--- config.mk ---
export PLATFORM = sky130hd
export DESIGN_NAME = cube_engine
export DESIGN_NICKNAME = d
export VERILOG_FILES = /design/src/rtl/cube_pkg.sv /design/src/rtl/carry_ripple.sv /design/src/rtl/duplex_squarer.sv /design/src/rtl/crosswise_multiplier.sv /design/src/rtl/cube_engine.sv
export SDC_FILE = /design/constraint.sdc
export NUM_CORES = 1
export LEC_CHECK = 0
export BUFFER_PORTS_ARGS = -buffer_cell sky130_fd_sc_hd__buf_2
export CORE_ASPECT_RATIO = 2
export CORE_MARGIN = 8
export CORE_UTILIZATION = 55
export DETAILED_ROUTE_END_ITERATION = 10
export PLACE_DENSITY = 0.73
export SETUP_SLACK_MARGIN = 0.4
export SLEW_MARGIN = 40
export SYNTH_ARGS = -nofsm -noshare
export SYNTH_HDL_FRONTEND = slang
export SYNTH_SLANG_ARGS = --single-unit
--- constraint.sdc ---
create_clock -name clk -period 0.8 [get_ports clk]
set_input_delay 0.12 -clock clk [delete_from_list [all_inputs] [get_ports clk]]
set_output_delay 0.12 -clock clk [all_outputs]
set_load 0.01 [all_outputs]
--- src/rtl/cube_pkg.sv ---
package cube_pkg;
   // Bits needed to hold a column sum plus the incoming carry for a column
   // that can gather up to `terms` single-bit products (with headroom).
   function automatic int col_sum_bits(input int terms);
      return $clog2(4 * terms + 4) + 1;
   endfunction

   function automatic int cube_bits(input int w);
      return 3 * w;
   endfunction
endpackage

--- src/rtl/carry_ripple.sv ---
module carry_ripple #(
   parameter int NCOL = 15,
   parameter int SW   = 6
) (
   input  logic [NCOL*SW-1:0] cols_i,
   output logic [NCOL:0]      sum_o
);
   // Each column keeps its low bit; the remainder moves to the next column.
   always_comb begin
      logic [SW-1:0] acc;
      acc = '0;
      for (int k = 0; k < NCOL; k++) begin
         acc      = acc + cols_i[k*SW +: SW];
         sum_o[k] = acc[0];
         acc      = acc >> 1;
      end
      sum_o[NCOL] = acc[0];
   end
endmodule

--- src/rtl/duplex_squarer.sv ---
module duplex_squarer #(
   parameter int W = 8
) (
   input  logic [W-1:0]   a_i,
   output logic [2*W-1:0] sq_o
);
   localparam int NCOL = 2 * W - 1;
   localparam int SW   = cube_pkg::col_sum_bits(W);

   logic [NCOL*SW-1:0] cols;

   for (genvar c = 0; c < NCOL; c++) begin : g_col
      logic [W-1:0] pair;
      logic         mid;
      for (genvar i = 0; i < W; i++) begin : g_pair
         if ((i < c - i) && (c - i < W)) begin : g_on
            assign pair[i] = a_i[i] & a_i[c-i];
         end else begin : g_off
            assign pair[i] = 1'b0;
         end
      end
      if (c % 2 == 0) begin : g_mid
         assign mid = a_i[c/2];
      end else begin : g_nomid
         assign mid = 1'b0;
      end
      assign cols[c*SW +: SW] = SW'(2 * $countones(pair)) + SW'(mid);
   end

   carry_ripple #(.NCOL(NCOL), .SW(SW)) u_ripple (
      .cols_i (cols),
      .sum_o  (sq_o)
   );
endmodule

--- src/rtl/crosswise_multiplier.sv ---
module crosswise_multiplier #(
   parameter int AW = 16,
   parameter int BW = 8
) (
   input  logic [AW-1:0]    a_i,
   input  logic [BW-1:0]    b_i,
   output logic [AW+BW-1:0] p_o
);
   localparam int NCOL = AW + BW - 1;
   localparam int SW   = cube_pkg::col_sum_bits(AW + BW);

   logic [NCOL*SW-1:0] cols;

   for (genvar k = 0; k < NCOL; k++) begin : g_col
      logic [AW-1:0] term;
      for (genvar i = 0; i < AW; i++) begin : g_term
         if ((k - i >= 0) && (k - i < BW)) begin : g_on
            assign term[i] = a_i[i] & b_i[k-i];
         end else begin : g_off
            assign term[i] = 1'b0;
         end
      end
      assign cols[k*SW +: SW] = SW'($countones(term));
   end

   carry_ripple #(.NCOL(NCOL), .SW(SW)) u_ripple (
      .cols_i (cols),
      .sum_o  (p_o)
   );
endmodule

--- src/rtl/cube_engine.sv ---
module cube_engine #(
   parameter int WIDTH   = 8,
   parameter bit REG_OUT = 1'b1
) (
   input  logic                                clk,
   input  logic                                rst_n,
   input  logic [WIDTH-1:0]                    operand_i,
   output logic [cube_pkg::cube_bits(WIDTH)-1:0] cube_o
);
   localparam int SQW = 2 * WIDTH;
   localparam int CW  = cube_pkg::cube_bits(WIDTH);

   if (WIDTH < 2) begin : g_bad_narrow
      $error("cube_engine: WIDTH must be at least 2");
   end
   if (WIDTH > 32) begin : g_bad_wide
      $error("cube_engine: WIDTH above 32 is not supported");
   end

   logic [SQW-1:0] square_w;
   logic [CW-1:0]  prod_w;

   duplex_squarer #(.W(WIDTH)) u_square (
      .a_i  (operand_i),
      .sq_o (square_w)
   );

   crosswise_multiplier #(.AW(SQW), .BW(WIDTH)) u_mult (
      .a_i (square_w),
      .b_i (operand_i),
      .p_o (prod_w)
   );

   if (REG_OUT) begin : g_reg
      logic [CW-1:0] cube_q;
      always_ff @(posedge clk or negedge rst_n) begin
         if (!rst_n) cube_q <= '0;
         else        cube_q <= prod_w;
      end
      assign cube_o = cube_q;
   end else begin : g_comb
      assign cube_o = prod_w;
   end
endmodule

==> key figures, run 1 <==
Outcome
  – Outcome: finished, violations left
  – Failing checks: negative hold slack, negative setup slack

Place
  – DP HPWL: 13930 um
  – RD Place Congestion: 0.8434
  – Post-DP Area: 8189 um^2
  – Port Buf Inserts: 33
  – DP Worst Slack: -23.65 ns

Synthesis
  – Avg Inst Size Synth: 9.575 um^2
  – Register area share after synthesis: 8.604%
  – Top cells by area, synth: ha_1 30%, fa_1 26%, and2_1 9.3%, dfrtp_1 8.6%, inv_1 8.6%
  – Post-synth EDFFs: 0
  – Synth async-reset ratio: 100.0%
  – Synth cell types: 33
  – Synth area leader: ha_1
  – Share of the synthesized area in the top cell type: 29.58%
  – Synthesis-stage register bit count: 24
  – Mapped Cells: 729
  – Mapped cell area: 6980 um^2
  – Most used DFF post-synth: dfrtp_1
  – YS warnings: 0

Finish
  – Layout cells sized above 1: 27.27%
  – Multi-input gate area: 6022 um^2
  – Flip-flop and latch area: 600.6 um^2
  – Final instance area: 8645 um^2
  – Max reg flops: 24
  – Final core occ: 69.26%
  – Nets@finish: 1125
  – Antenna Cells: 0
  – Fill cells: 961
  – Synth-to-Final Area Change: 23.84%

Floorplan
  – Initial Util: 55.92%
  – Die H: 175.3 um
  – Row cnt: 58
  – DIE WIDTH: 95.66 um
  – IO Pins: 34
  – Core ar.: 12480 um^2
  – DIE AREA: 16770 um^2

Critical path
  – Worst-path fanout max: 5
  – Slowest CP cell: fa_1
  – Data required, critical path: 0.97 ns
  – Most used cell, CP: inv_2
  – Worst path arrival time: 24.00 ns
  – CP Launch Type: primary input
  – Crit end category: flip-flop
  – Max stage delay on crit path: 0.57 ns
  – Critical path class: primary input to flip-flop

Drt
  – Via/cell ratio: 5.292
  – WL/cell: 16.71 um
  – Drt first pass iters: 4
  – Drt drc: 0
  – Post-Route WL: 16850 um
  – Detailed-route via count: 5334
  – Starting DRT DRC Count: 127
  – Detail Route Antenna Nets: 0

Global route
  – Vias in the first global route: 6254
  – Gr usage total: 21.33%
  – Initial antenna violation count: 0
  – Largest net degree at the start of global routing: 25
  – GRT Residual Overflow: 0
  – First-pass GRT wire length: 28200 um

Clock network
  – Clock buffer depth: 2
  – CTS tree: built
  – Root Buffer: clkbuf_16
  – Total CTS buffers: 3
  – Clock transition at path regs: 0.08 ns
  – Sink Count: 24
  – H-Tree Level Count: 1

Worst hold path
  – Worst hold path type: primary input to async pin

Timing
  – Final WS setup: -23.03 ns
  – Final setup violation count: 46
  – Peak Freq: 41.96 MHz
  – Hold Vio Cnt, Final: 24
  – Post-layout minimum cycle time: 23.83 ns
  – Hold WS: -0.2234 ns
  – Final Max Tran Viols: 0
  – Final Cycle Share: 2979%
  – RSZ-0062 raised after global routing: yes
  – Setup TNS: -279.56 ns

Job
  – Max-cap violation count: 0
## routing by layer
layer  GRT usage [%]  part of all wire [%]  up-vias
li1                -                     -     2507
met1           20.04                    33     2670
met2           41.46                    59       96
met3           1.882                   2.0       61
met4           12.72                   5.7        0
met5               0                     0        -
## through the flow
| step | std cells | hold WS [ns] |
|---|---|---|
| after detailed placement | 985 | 0.08460 |
| after global placement | 985 | 0.08199 |
| after global routing | 1008 | -0.2115 |
| final | 1008 | -0.2234 |
| after CTS | 1001 | -0.2159 |
| after floorplan | 730 | -0.1756 |
## path summary, 6_finish.rpt
check	to	slack (ns)	start
worst max-delay path	cube_o[23]	-23.03	operand_i[0]
min in group clk	cube_o[2]	0.22	operand_i[0]
worst min-delay path	cube_o[14]	-0.22	rst_n
max in group asynchronous	cube_o[2]	0.86	rst_n
## what timing repair did
item                                   4_1_cts  5_1_grt
endpoints found under the hold margin       24       24
buffers inserted                            11        7
pin swaps                                   38        5
gates cloned                                 1        0
resized for setup                           27       22
setup endpoints to repair                   48       47
## cells in the mapped netlist, types with 2 or more instances
| library cell | number |
|---|---|
| inv_1 | 160 |
| ha_1 | 165 |
| nand2_1 | 14 |
| xor2_1 | 15 |
| nand3_1 | 2 |
| nor4b_1 | 2 |
| nor2_1 | 3 |
| o21ai_0 | 6 |
| xnor2_1 | 27 |
| a21bo_1 | 2 |
| fa_1 | 91 |
| clkbuf_1 | 16 |
| a21boi_1 | 6 |
| nand2b_1 | 7 |
| dfrtp_1 | 24 |
| nor2b_1 | 19 |
| a21oi_1 | 19 |
| a21o_1 | 33 |
| and2_1 | 104 |
## cell type report
type	count	share of cell area (%)
Sequential cell	24	6.947
Clock buffer	3	0.8684
Inverter	160	6.947
Tap cell	150	2.171
Timing Repair Buffer	141	13.06
Multi-Input combinational cell	529	69.66
Clock inverter	1	0.3474
## worst max-delay path, delay by kind of cell
family,cells,cell delay (ns)
adder cells (fa/ha/maj),54,20.35
buffers and inverters,34,1.74
AND/OR/NAND/NOR,2,0.27
XOR/XNOR,9,1.48
## cells by family after synthesis
| group | synth area share [%] |
|---|---|
| and+or+nand+nor | 13.66 |
| xor gates and xnor gates | 5.270 |
| adders and majority gates | 55.67 |
| other | 0.05372 |
| buffers and inverters | 9.625 |
| DFF | 8.604 |
| AOI/OAI and AO/OA | 7.116 |
## cells in the final DEF, fill, tap and decap left out, types with 3 or more instances in the layout
cell type | netlist | routed
fa_2 | 0 | 17
a21o_1 | 33 | 33
a21oi_1 | 19 | 19
a21boi_1 | 6 | 6
nor2b_1 | 19 | 18
nand2b_1 | 7 | 7
buf_12 | 0 | 4
inv_1 | 160 | 126
and2_4 | 0 | 5
xor2_1 | 15 | 13
o21ai_0 | 6 | 6
nand2_1 | 14 | 14
ha_2 | 0 | 4
clkbuf_16 | 0 | 3
fa_1 | 91 | 74
xnor2_2 | 0 | 7
buf_2 | 0 | 23
inv_2 | 0 | 34
nor2_1 | 3 | 3
buf_4 | 0 | 100
ha_4 | 0 | 14
dfrtp_1 | 24 | 24
buf_6 | 1 | 12
ha_1 | 165 | 147
and2_1 | 104 | 99
xnor2_1 | 27 | 20
Power of run 1 is not shown: default switching activity piles up to over one toggle a cycle in this logic, so the estimate is an artifact.
==> inputs of run 2 (changes only) <==
- CORE_UTILIZATION: 55 -> 45
- PLACE_DENSITY: 0.73 -> default
==> key figures, run 2 (same netlist as run 1, synthesis figures left out) <==
Outcome
  – Outcome: finished, violations left
  – Failing checks: negative hold slack, negative setup slack

Clock network
  – H-Tree Level Count: 1 (unchanged)
  – CTS tree: built
  – Total CTS buffers: 3 (unchanged)
  – Clock buffer depth: 2 (unchanged)
  – Clock transition at path regs: 0.08 ns (about the same)
  – Sink Count: 24 (unchanged)
  – Root Buffer: clkbuf_16

Critical path
  – CP Launch Type: primary input
  – Most used cell, CP: inv_2
  – Worst Setup SP: operand_i[0]
  – Worst path arrival time: 23.88 ns (-0.12 ns)
  – Max stage delay on crit path: 0.59 ns (+0.02 ns)
  – Crit-path leading delay family: adder cells
  – Data required, critical path: 1.02 ns (+0.05 ns)
  – WP buf/inv: 35 (+2.9%)
  – Critical path class: primary input to flip-flop
  – Worst-path fanout max: 4 (-1)
  – Crit end category: flip-flop
  – Slowest CP cell: fa_1

Floorplan
  – IO Pins: 34 (unchanged)
  – Row cnt: 64 (+10%)
  – DIE WIDTH: 104.1 um (+8.8%)
  – Initial Util: 45.88% (-10 points)
  – DIE AREA: 20000 um^2 (+19%)
  – Core ar.: 15210 um^2 (+22%)
  – Die H: 192.1 um (+9.6%)

Timing
  – Hold Vio Cnt, Final: 24 (unchanged)
  – Final WS setup: -22.87 ns (+0.1649 ns)
  – Peak Freq: 42.26 MHz (+0.70%)
  – Final Cycle Share: 2958% (-21 points)
  – RSZ-0062 raised after global routing: yes
  – Hold WS: -0.2244 ns (-0.0009610 ns)
  – Final Max Tran Viols: 0 (unchanged)
  – Post-layout minimum cycle time: 23.67 ns (-0.1649 ns)
  – Final setup violation count: 46 (unchanged)

Global route
  – Largest net degree at the start of global routing: 25 (unchanged)
  – Initial antenna violation count: 0 (unchanged)
  – First-pass GRT wire length: 27690 um (-1.8%)
  – Vias in the first global route: 6014 (-3.8%)
  – Gr usage total: 17.27% (-4.1 points)
  – GRT Residual Overflow: 0 (unchanged)

Job
  – Max-cap violation count: 0 (unchanged)

Finish
  – Synth-to-Final Area Change: 26.21%
  – Multi-input gate area: 6066 um^2 (+0.73%)
  – Final core occ: 57.90% (-11 points)
  – Flip-flop and latch area: 600.6 um^2 (unchanged)
  – Layout cells sized above 1: 29.11% (+1.8 points)
  – Final Non-Filler Cells: 1067 (+5.9%)
  – Most frequent cells in the layout: 145 x ha_1, 123 x inv_1, 109 x buf_4
  – Max reg flops: 24 (unchanged)
  – Fill cells: 1357 (+41%)
  – Commonest non-fill, non-tap cell in the layout: ha_1
  – Nets@finish: 1136 (+0.98%)
  – Antenna Cells: 0 (unchanged)

Drt
  – Post-Route WL: 16570 um (-1.7%)
  – Drt first pass iters: 4 (unchanged)
  – Via/cell ratio: 4.919 (-7.0%)
  – WL/cell: 15.52 um (-7.1%)
  – Starting DRT DRC Count: 123 (-3.1%)
  – Drt drc: 0 (unchanged)
  – Detailed-route via count: 5249 (-1.6%)
  – Detail Route Antenna Nets: 0 (unchanged)

Place
  – Port Buf Inserts: 33 (unchanged)
  – DP Cell Count: 1041 (+5.7%)
  – DP HPWL: 13700 um (-1.6%)
  – RD Place Congestion: 0.8068 (-4.3%)
  – DP Worst Slack: -23.68 ns (-0.02990 ns)

Worst hold path
  – Worst hold path type: primary input to async pin
[run 2: changes by cell type in the layout (fill, tap and decap cells not counted), moves of 2 or more]
cell,before,now
ha_1,147,145
ha_4,14,17
buf_2,23,26
inv_2,34,37
buf_4,100,109
inv_1,126,123
[run 2: layout make-up]
type | instances | area share, %
Clock buffer | 3 | 0.8522
Clock inverter | 1 | 0.3409
Inverter | 160 | 6.817
Multi-Input combinational cell | 529 | 68.85
Sequential cell | 24 | 6.817
Tap cell | 198 | 2.812
Timing Repair Buffer | 152 | 13.51
[run 2: path summary, 6_finish.rpt]
| check | to | slack, ns | depth (start not counted) |
|---|---|---|---|
| max in group asynchronous | cube_o[20] | 0.86 | 2 |
| hold / removal | cube_o[14] | -0.22 | 2 |
| setup / recovery | cube_o[23] | -22.87 | 98 |
| min in group clk | cube_o[2] | 0.32 | 4 |
[run 2: per-stage QoR]
step                      instance area (um^2)  setup TNS [ns]
final                                     8810         -277.26
after global routing                      8810         -286.56
after CTS                                 8650         -278.59
after detailed placement                  8309         -288.74
after global placement                    8309         -283.51
after floorplan                           7259         -278.23
[run 2: what timing repair did]
action	in CTS	in global routing
cloned	1	0
endpoints found under the setup margin	48	48
buffers inserted	10	11
pin swaps	56	17
gates resized for setup	36	22
endpoints found under the hold margin	24	24
[run 2: per-layer routing]
layer	part of all wire [%]	global-route usage, %
met1	34	15.57
met2	62	36.95
met3	1.4	1.310
met4	2.5	7.852
met5	0	0
Power of run 2 is left out for the same reason.
